### config.mk
export PLATFORM = sky130hd
export DESIGN_NAME = scan_launch_seq
export DESIGN_NICKNAME = d
export VERILOG_FILES = /design/src/rtl/scan_seq_pkg.sv /design/src/rtl/seq_gap_timer.sv /design/src/rtl/seq_bit_counter.sv /design/src/rtl/scan_launch_seq.sv
export SDC_FILE = /design/constraint.sdc
export NUM_CORES = 1
export LEC_CHECK = 0
export BUFFER_PORTS_ARGS = -buffer_cell sky130_fd_sc_hd__buf_2
export CORE_MARGIN = 8
export CORE_UTILIZATION = 51
export DETAILED_ROUTE_END_ITERATION = 6
export GPL_ROUTABILITY_DRIVEN = 0
export PLACE_DENSITY = 0.73
export SLEW_MARGIN = 20
export SYNTH_ARGS = -nofsm -noshare
export SYNTH_HDL_FRONTEND = slang
export SYNTH_SLANG_ARGS = --single-unit
export TNS_END_PERCENT = 50
### constraint.sdc
create_clock -name clk -period 2.8 [get_ports clk]
set_input_delay 0.28 -clock clk [delete_from_list [all_inputs] [get_ports clk]]
set_output_delay 0.28 -clock clk [all_outputs]
set_load 0.01 [all_outputs]
### src/rtl/scan_seq_pkg.sv
package scan_seq_pkg;

    typedef enum logic [1:0] {
        PH_IDLE,
        PH_SHIFT,
        PH_LAUNCH,
        PH_CAPTURE
    } phase_e;

    typedef enum logic {
        LAUNCH_BY_SHIFT = 1'b0,
        LAUNCH_BY_FUNC  = 1'b1
    } launch_e;

    typedef struct packed {
        logic    loading;
        logic    unloading;
        launch_e mode;
    } shift_ctx_t;

    // bits needed to hold values 0 .. n-1 (at least one)
    function automatic int bits_for(input int n);
        return (n < 2) ? 1 : $clog2(n);
    endfunction

endpackage

### src/rtl/seq_gap_timer.sv
module seq_gap_timer
    import scan_seq_pkg::*;
#(
    parameter int MAX_GAP = 6
) (
    input  logic                        clk,
    input  logic                        rst,
    input  logic                        load,
    input  logic [bits_for(MAX_GAP)-1:0] load_val,
    output logic                        expired
);
    localparam int TW = bits_for(MAX_GAP);

    logic [TW-1:0] cnt;

    always_ff @(posedge clk) begin
        if (rst) begin
            cnt <= '0;
        end else if (load) begin
            cnt <= load_val;
        end else if (cnt != '0) begin
            cnt <= cnt - 1'b1;
        end
    end

    assign expired = (cnt == '0);

    // a reload is taken exactly as requested
    p_timer_reload_r2: assert property (@(posedge clk) disable iff (rst)
        load |=> (cnt == $past(load_val)));

endmodule

### src/rtl/seq_bit_counter.sv
module seq_bit_counter
    import scan_seq_pkg::*;
#(
    parameter int CHAIN_LEN = 8
) (
    input  logic clk,
    input  logic rst,
    input  logic clr,
    input  logic inc,
    output logic last
);
    localparam int CW = bits_for(CHAIN_LEN);

    logic [CW-1:0] cnt;

    always_ff @(posedge clk) begin
        if (rst || clr) begin
            cnt <= '0;
        end else if (inc) begin
            cnt <= cnt + 1'b1;
        end
    end

    assign last = (cnt == CW'(CHAIN_LEN - 1));

    // a shift burst never runs past the chain length
    p_bit_range_r2: assert property (@(posedge clk) disable iff (rst)
        cnt <= CW'(CHAIN_LEN - 1));

endmodule

### src/rtl/scan_launch_seq.sv
module scan_launch_seq
    import scan_seq_pkg::*;
#(
    parameter int CHAIN_LEN = 8,
    parameter int SLOW_GAP  = 6,
    parameter int RATED_GAP = 2
) (
    input  logic clk,
    input  logic rst,
    input  logic pattern_req,
    input  logic launch_sel,
    output logic scan_en,
    output logic slow_en,
    output logic rated_en,
    output logic pi_v2,
    output logic shift_in_valid,
    output logic shift_out_valid,
    output logic busy
);
    localparam int MAX_GAP = (SLOW_GAP > RATED_GAP) ? SLOW_GAP : RATED_GAP;
    localparam int TW      = bits_for(MAX_GAP);
    localparam int SW      = $clog2(RATED_GAP + 2);

    phase_e     ph, ph_nx;
    shift_ctx_t ctx, ctx_nx;

    logic          tmr_load;
    logic [TW-1:0] tmr_val;
    logic          tmr_zero;
    logic          bit_clr, bit_inc, bit_last;

    seq_gap_timer #(.MAX_GAP(MAX_GAP)) u_timer (
        .clk      (clk),
        .rst      (rst),
        .load     (tmr_load),
        .load_val (tmr_val),
        .expired  (tmr_zero)
    );

    seq_bit_counter #(.CHAIN_LEN(CHAIN_LEN)) u_bits (
        .clk  (clk),
        .rst  (rst),
        .clr  (bit_clr),
        .inc  (bit_inc),
        .last (bit_last)
    );

    always_comb begin
        ph_nx    = ph;
        ctx_nx   = ctx;
        tmr_load = 1'b0;
        tmr_val  = TW'(SLOW_GAP - 1);
        bit_clr  = 1'b0;
        bit_inc  = 1'b0;
        case (ph)
            PH_IDLE: begin
                if (pattern_req) begin
                    ph_nx    = PH_SHIFT;
                    ctx_nx   = '{loading: 1'b1, unloading: 1'b0,
                                 mode: launch_e'(launch_sel)};
                    tmr_load = 1'b1;
                    bit_clr  = 1'b1;
                end
            end
            PH_SHIFT: begin
                if (tmr_zero) begin
                    bit_inc  = 1'b1;
                    tmr_load = 1'b1;
                    if (bit_last) begin
                        bit_clr          = 1'b1;
                        ph_nx            = ctx.loading ? PH_LAUNCH : PH_IDLE;
                        ctx_nx.loading   = 1'b0;
                        ctx_nx.unloading = 1'b0;
                    end
                end
            end
            PH_LAUNCH: begin
                if (tmr_zero) begin
                    ph_nx    = PH_CAPTURE;
                    tmr_load = 1'b1;
                    tmr_val  = TW'(RATED_GAP - 1);
                end
            end
            default: begin
                if (tmr_zero) begin
                    ph_nx    = PH_SHIFT;
                    ctx_nx   = '{loading: pattern_req, unloading: 1'b1,
                                 mode: pattern_req ? launch_e'(launch_sel) : ctx.mode};
                    tmr_load = 1'b1;
                    bit_clr  = 1'b1;
                end
            end
        endcase
    end

    always_ff @(posedge clk) begin
        if (rst) begin
            ph  <= PH_IDLE;
            ctx <= '{loading: 1'b0, unloading: 1'b0, mode: LAUNCH_BY_SHIFT};
        end else begin
            ph  <= ph_nx;
            ctx <= ctx_nx;
        end
    end

    assign busy            = (ph != PH_IDLE);
    assign slow_en         = tmr_zero && (ph == PH_SHIFT || ph == PH_LAUNCH);
    assign rated_en        = tmr_zero && (ph == PH_CAPTURE);
    assign scan_en         = (ph == PH_SHIFT) ||
                             (ph == PH_LAUNCH && ctx.mode == LAUNCH_BY_SHIFT);
    assign pi_v2           = (ph == PH_CAPTURE);
    assign shift_in_valid  = (ph == PH_SHIFT) && ctx.loading;
    assign shift_out_valid = (ph == PH_SHIFT) && ctx.unloading;

    // ---- checker state: cycles since the last launch strobe (saturating)
    logic [SW-1:0] since_launch;
    always_ff @(posedge clk) begin
        if (rst) begin
            since_launch <= SW'(RATED_GAP + 1);
        end else if (slow_en && ph == PH_LAUNCH) begin
            since_launch <= SW'(1);
        end else if (since_launch != SW'(RATED_GAP + 1)) begin
            since_launch <= since_launch + 1'b1;
        end
    end

    // slow and rated requests are never merged
    p_no_dual_strobe_r9: assert property (@(posedge clk) disable iff (rst)
        !(slow_en && rated_en));

    // capture comes exactly one rated gap after launch
    p_rated_window_r5: assert property (@(posedge clk) disable iff (rst)
        rated_en |-> (since_launch == SW'(RATED_GAP)));

    // capture happens in normal mode with V2 applied
    p_capture_levels_r5: assert property (@(posedge clk) disable iff (rst)
        rated_en |-> (!scan_en && pi_v2));

    // shift launch keeps scan mode at the launch edge, leaves it after
    p_shift_launch_r3: assert property (@(posedge clk) disable iff (rst)
        (slow_en && ph == PH_LAUNCH && ctx.mode == LAUNCH_BY_SHIFT)
            |-> scan_en ##1 !scan_en);

    // functional launch is a normal-mode clock
    p_func_launch_r4: assert property (@(posedge clk) disable iff (rst)
        (ph == PH_LAUNCH && ctx.mode == LAUNCH_BY_FUNC) |-> !scan_en);

    // capture is followed by a scan-mode unload
    p_unload_follows_r7: assert property (@(posedge clk) disable iff (rst)
        rated_en |=> (scan_en && shift_out_valid));

    // the launch mode is frozen while a load runs
    p_mode_frozen_r10: assert property (@(posedge clk) disable iff (rst)
        (ph == PH_SHIFT && $past(ph) == PH_SHIFT) |-> $stable(ctx.mode));

endmodule

# Yosys cells after proc, flatten, opt, wreduce, memory -nomap -nowiden
# Index checks and enable logic that the tools add are counted.
# totals
ff_bits	11
in_bits	4
out_inout_bits	7
# classes
add_sub_neg	2
n_eq_ne	8
muxes	25
n_bitwise	3
reduce_logical	18
# op_table
op	n
$mux W3	6
$mux W2	8
$pmux W2 S3	2
$reduce_and A5 Y1	2
$ne A2 B2 Y1 const B	4
$mux W1	7
$reduce_bool A2 Y1	3
$logic_and A1 B1 Y1	5
$eq A2 B2 Y1 const B	2
$add A3 B1 Y3 const B	1
$eq A3 B3 Y1 const B	1
$logic_not A3 Y1	1
$logic_or A1 B1 Y1	3
$not A1 Y1	3
$pmux W1 S3	1
$reduce_and A3 Y1	1
$reduce_bool A3 Y1	1
$sub A3 B1 Y3 const B	1
$eq A2 B1 Y1 const B	1
$logic_not A2 Y1	1
$pmux W1 S2	1
$reduce_or A2 Y1	1

# Depth between registers and ports, before layout
# depth
word_depth	5
mapped_depth	7

# Cells and area by module
# Synthesis repeated with hierarchy kept, for this count alone.
# hier_totals
cells_unflattened	88
area_unflattened_um2	810.8
# modules_own_cells
module	n_inst	cells_each	area_per_inst_um2	seq_area_each_um2
scan_launch_seq	1	55	470.5	100.1
seq_gap_timer	1	22	206.4	60.1
seq_bit_counter	1	11	133.9	60.1

# Worst setup path before layout
# No wires, ideal clock.
# synth_path
path_type	flip-flop to flip-flop
startpoint	reg ph[0]
endpoint	reg ph[1]
setup_time_ns	0.087
t_arrival_ns	1.475
path_slack_ns	1.238
stages_incl_launch_ff	7
n_path_buf	0
cell_sequence	dfxtp_1 > inv_1 > ha_1 > inv_1 > a21boi_4 > or4_1 > o31ai_1
# synth_via
elab_chain_cells	3
word_cells_on_any_way	10
cone_classes	6 x eq/ne; 1 x mux; 3 x reduce/logical
# synth_rtl
element	line	source
start, declared	scan_launch_seq.sv:24	phase_e ph, ph_nx;
start signal, assigned	scan_launch_seq.sv:101	ph <= ph_nx;
$eq A2 B1 Y1, or another cell as far along	scan_launch_seq.sv:55	case (ph)
$ne A2 B2 Y1 (no source line) / $reduce_bool A2 Y1 (equally long branches)	n/a	
$reduce_and A5 Y1 (no source line)	n/a	
# Parallel ways exist; a longest one is shown, timed or not.
# A chain may end at the register's enable or synchronous reset.

# Worst setup path after layout
# layout_path
startpoint	reg u_timer.cnt[0]
endpoint	out slow_en
# layout_via
elab_chain_cells	2
# layout_rtl
element	line	source
start, declared	seq_gap_timer.sv:14	logic [TW-1:0] cnt;
start signal, assigned	seq_gap_timer.sv:20	cnt <= load_val;
start signal, assigned	seq_gap_timer.sv:22	cnt <= cnt - 1'b1;
$logic_not A3 Y1	seq_gap_timer.sv:26	assign expired = (cnt == '0);
$logic_and A1 B1 Y1	scan_launch_seq.sv:107	assign slow_en = tmr_zero && (ph == PH_SHIFT || ph == PH_LAUNCH);
end, declared	scan_launch_seq.sv:13	output logic slow_en,
# Every way passes these cells.

==> impl_metrics.csv <==
group,metric,value,unit
status,status,"complete, no violations",
cells_and_area,antennaDiodeCount,0,
worst_setup_path,end_kind,"output port",
yosys,synth.net_count,101,
floorplan,die_y,54.1,µm
yosys,ys_ff_latch,11,
floorplan,std_cell_rows,13,
power_and_ir_drop,vdd_ir_drop_max,402,µV
floorplan,start_util,55.6,%
timing,fin_worst_skew,1.62,ps
clocking,cts_inserted_buffers,3,
timing,slew_viol_final,0,
job,cap_violations,0,
global_route,antenna_found_initial,0,
clocking,clkLatencyLatePin,270,ps
worst_setup_path,cp.required,2520,ps
timing,final.min_clock_period,1850,ps
worst_setup_path,slowest_stage,"and2b_1",
global_route,grt_util_all_layers,12.1,%
detailed_routing,post_drt_via_cell_ratio,5.98,
timing,tightestPinTransition,440,ps
timing,setup_violations,0,
yosys,synth_cell_types,28,
clocking,htreeDepth,1,
cells_and_area,area_growth,9.78,%
clocking,hold_buffers,0,
detailed_routing,drt_drc_violations_left,0,
cells_and_area,final_common_cell,"dfxtp_1",
clocking,cts_max_path_buffers,2,
yosys,synthesis.area,742,µm²
yosys,ys_warn_count,0,
detailed_routing,routed_wl,1540,µm
timing,tns,0,ps
yosys,syn_avg_cell_area,8.43,µm²
cells_and_area,drive_gt1_share,15.3,%
worst_setup_path,max_stage_delay,370,ps
clocking,post_cts_buffers,0,
detailed_routing,drtAntennaViolNets,0,
worst_setup_path,crit_type,"reg -> out",
detailed_routing,wire_per_inst,13.7,µm
global_route,grt_pass1_wl,2680,µm
timing,max_slew_margin,70.7,%
yosys,synthCells,88,
clocking,root_buffer,"clkbuf_4",
worst_setup_path,cp.arrival,1570,ps
cells_and_area,nFillCells,121,
worst_setup_path,path_buf_inv,2,
worst_setup_path,path_cells,"inv_1 -> ha_1 -> and2b_1 -> and2_1 -> buf_2",
clocking,clock_sinks,11,
floorplan,core,1330,µm²
clocking,clkTransAtPathRegs,70,ps
cells_and_area,nNetsFinal,112,
floorplan,die_area,2930,µm²
clocking,cts_tree,"built",
power_and_ir_drop,p_leak,0.364,nW
cells_and_area,layout_common_cells,"11 x dfxtp_1, 10 x buf_2, 9 x ha_1, 7 x a21oi_1",
placement,dpl.cell_count,109,
yosys,ys_seq_area_share,29.7,%
detailed_routing,drtIter0Drc,8,
worst_setup_path,cp-start-kind,"flop",
cells_and_area,multi_input_area,477,µm²
placement,dp_hpwl,1150,µm
detailed_routing,vias,676,
cells_and_area,fin_cells,113,
placement,portBuffers,10,
global_route,grt_pass1_vias,658,
clocking,cts_resized,0,
floorplan,fp.dieW,54.1,µm
cells_and_area,regArea,220,µm²
worst_setup_path,critPathMaxFanout,10,
timing,hold_viol_final,0,
worst_setup_path,critPathTopFamily,"simple AND/OR/NAND/NOR gates",
power_and_ir_drop,p_per_area,864,nW/µm²
timing,post-route-period-util,66.2,%
floorplan,ios,11,
global_route,grt_max_degree,15,
detailed_routing,dr.pass1.iters,4,
global_route,grt_overflow,0,
timing,timing.fmax,0.539,GHz
timing,rsz0062_at_grt,"false",
cells_and_area,fin_util,61.1,%
min_path,hold_path_class,"in -> reg",
[power by group]
part / internal (mW) / switching (mW)
logic: 0.154 / 0.226
clock network: 0.0552 / 0.0528
registers: 0.194 / 0.0214
total: 0.403 / 0.300
[worst paths after layout]
kind                  startpoint  slack (ps)       to  cells past startpoint
setup / recovery  u_timer.cnt[0]         950  slow_en                      5
hold / removal        launch_sel         250   ctx[0]                      3
setup reg to reg  u_timer.cnt[0]         970    ph[1]                      6
hold reg to reg           ctx[2]         460   ctx[2]                      1
[cells in the mapped netlist (all sizes together)]
cell | count | area [µm²]
dfxtp | 11 | 220
ha | 9 | 113
a21oi | 7 | 35.0
inv | 6 | 22.5
nand2 | 6 | 22.5
o21ai | 6 | 30.0
nor2 | 5 | 18.8
and2 | 4 | 25.0
o31ai | 4 | 30.0
a21boi | 3 | 33.8
clkbuf | 3 | 11.3
nand2b | 3 | 18.8
nand3 | 3 | 15.0
or4 | 3 | 22.5
a21o | 2 | 15.0
nand3b | 2 | 15.0
a211oi | 1 | 7.51
a31oi | 1 | 6.26
and2b | 1 | 7.51
buf | 1 | 11.3
mux2 | 1 | 11.3
mux2i | 1 | 10.0
nand4b | 1 | 8.76
nor4 | 1 | 6.26
o21a | 1 | 7.51
o31a | 1 | 8.76
xnor2 | 1 | 8.76
[state kept, by name, summed over array words and instances, names as in the netlist]
register / flops
u_timer.cnt: 3
ctx: 3
u_bits.cnt: 3
ph: 2
[layer usage]
layer	part of all wire [%]	global-route usage [%]	vias up
met2	45	18.7	20
met5	0	0	-
met3	4.6	3.31	5
met1	48	14.8	319
li1	-	-	332
met4	2.0	6.56	0
[kinds of logic (layout without fill, tap and decap cells)]
family                     count (synthesis)  in the layout  synth area share, %
AOI/OAI and AO/OA                         26             26                 23.4
xor gates and xnor gates                   1              1                 1.18
adders and majority gates                  9              9                 15.2
buffers and inverters                     10             20                 6.07
DFF                                       11             11                 29.7
muxes                                      2              2                 2.87
and+or+nand+nor                           29             29                 21.6
[cell type report]
class                      instances  share of cell area, %
multi-input combinational         67                   58.5
sequential                        11                   27.0
timing repair buffer              10                   6.14
clock buffer                       4                   3.23
inverter                           6                   2.76
tap                               15                   2.30
[worst register-to-register path, stage by stage, from the launching register on]
cell     delay (ps)
dfxtp_1         300
inv_1           110
ha_1            220
and2b_1         370
a21oi_1         170
or4_1           500
o31ai_1          80
[metrics by stage]
stage	worst slack (ps)	total power, mW	area, µm²	hold slack (ps)
2_1_floorplan	1240	0.526	742	427
3_3_place_gp	1090	0.592	788	446
3_5_place_dp	1020	0.597	788	452
4_1_cts	943	0.707	815	251
5_1_grt	835	0.771	815	262
6_report	945	0.704	815	247
Note: power is estimated with default switching activity, not from simulation.
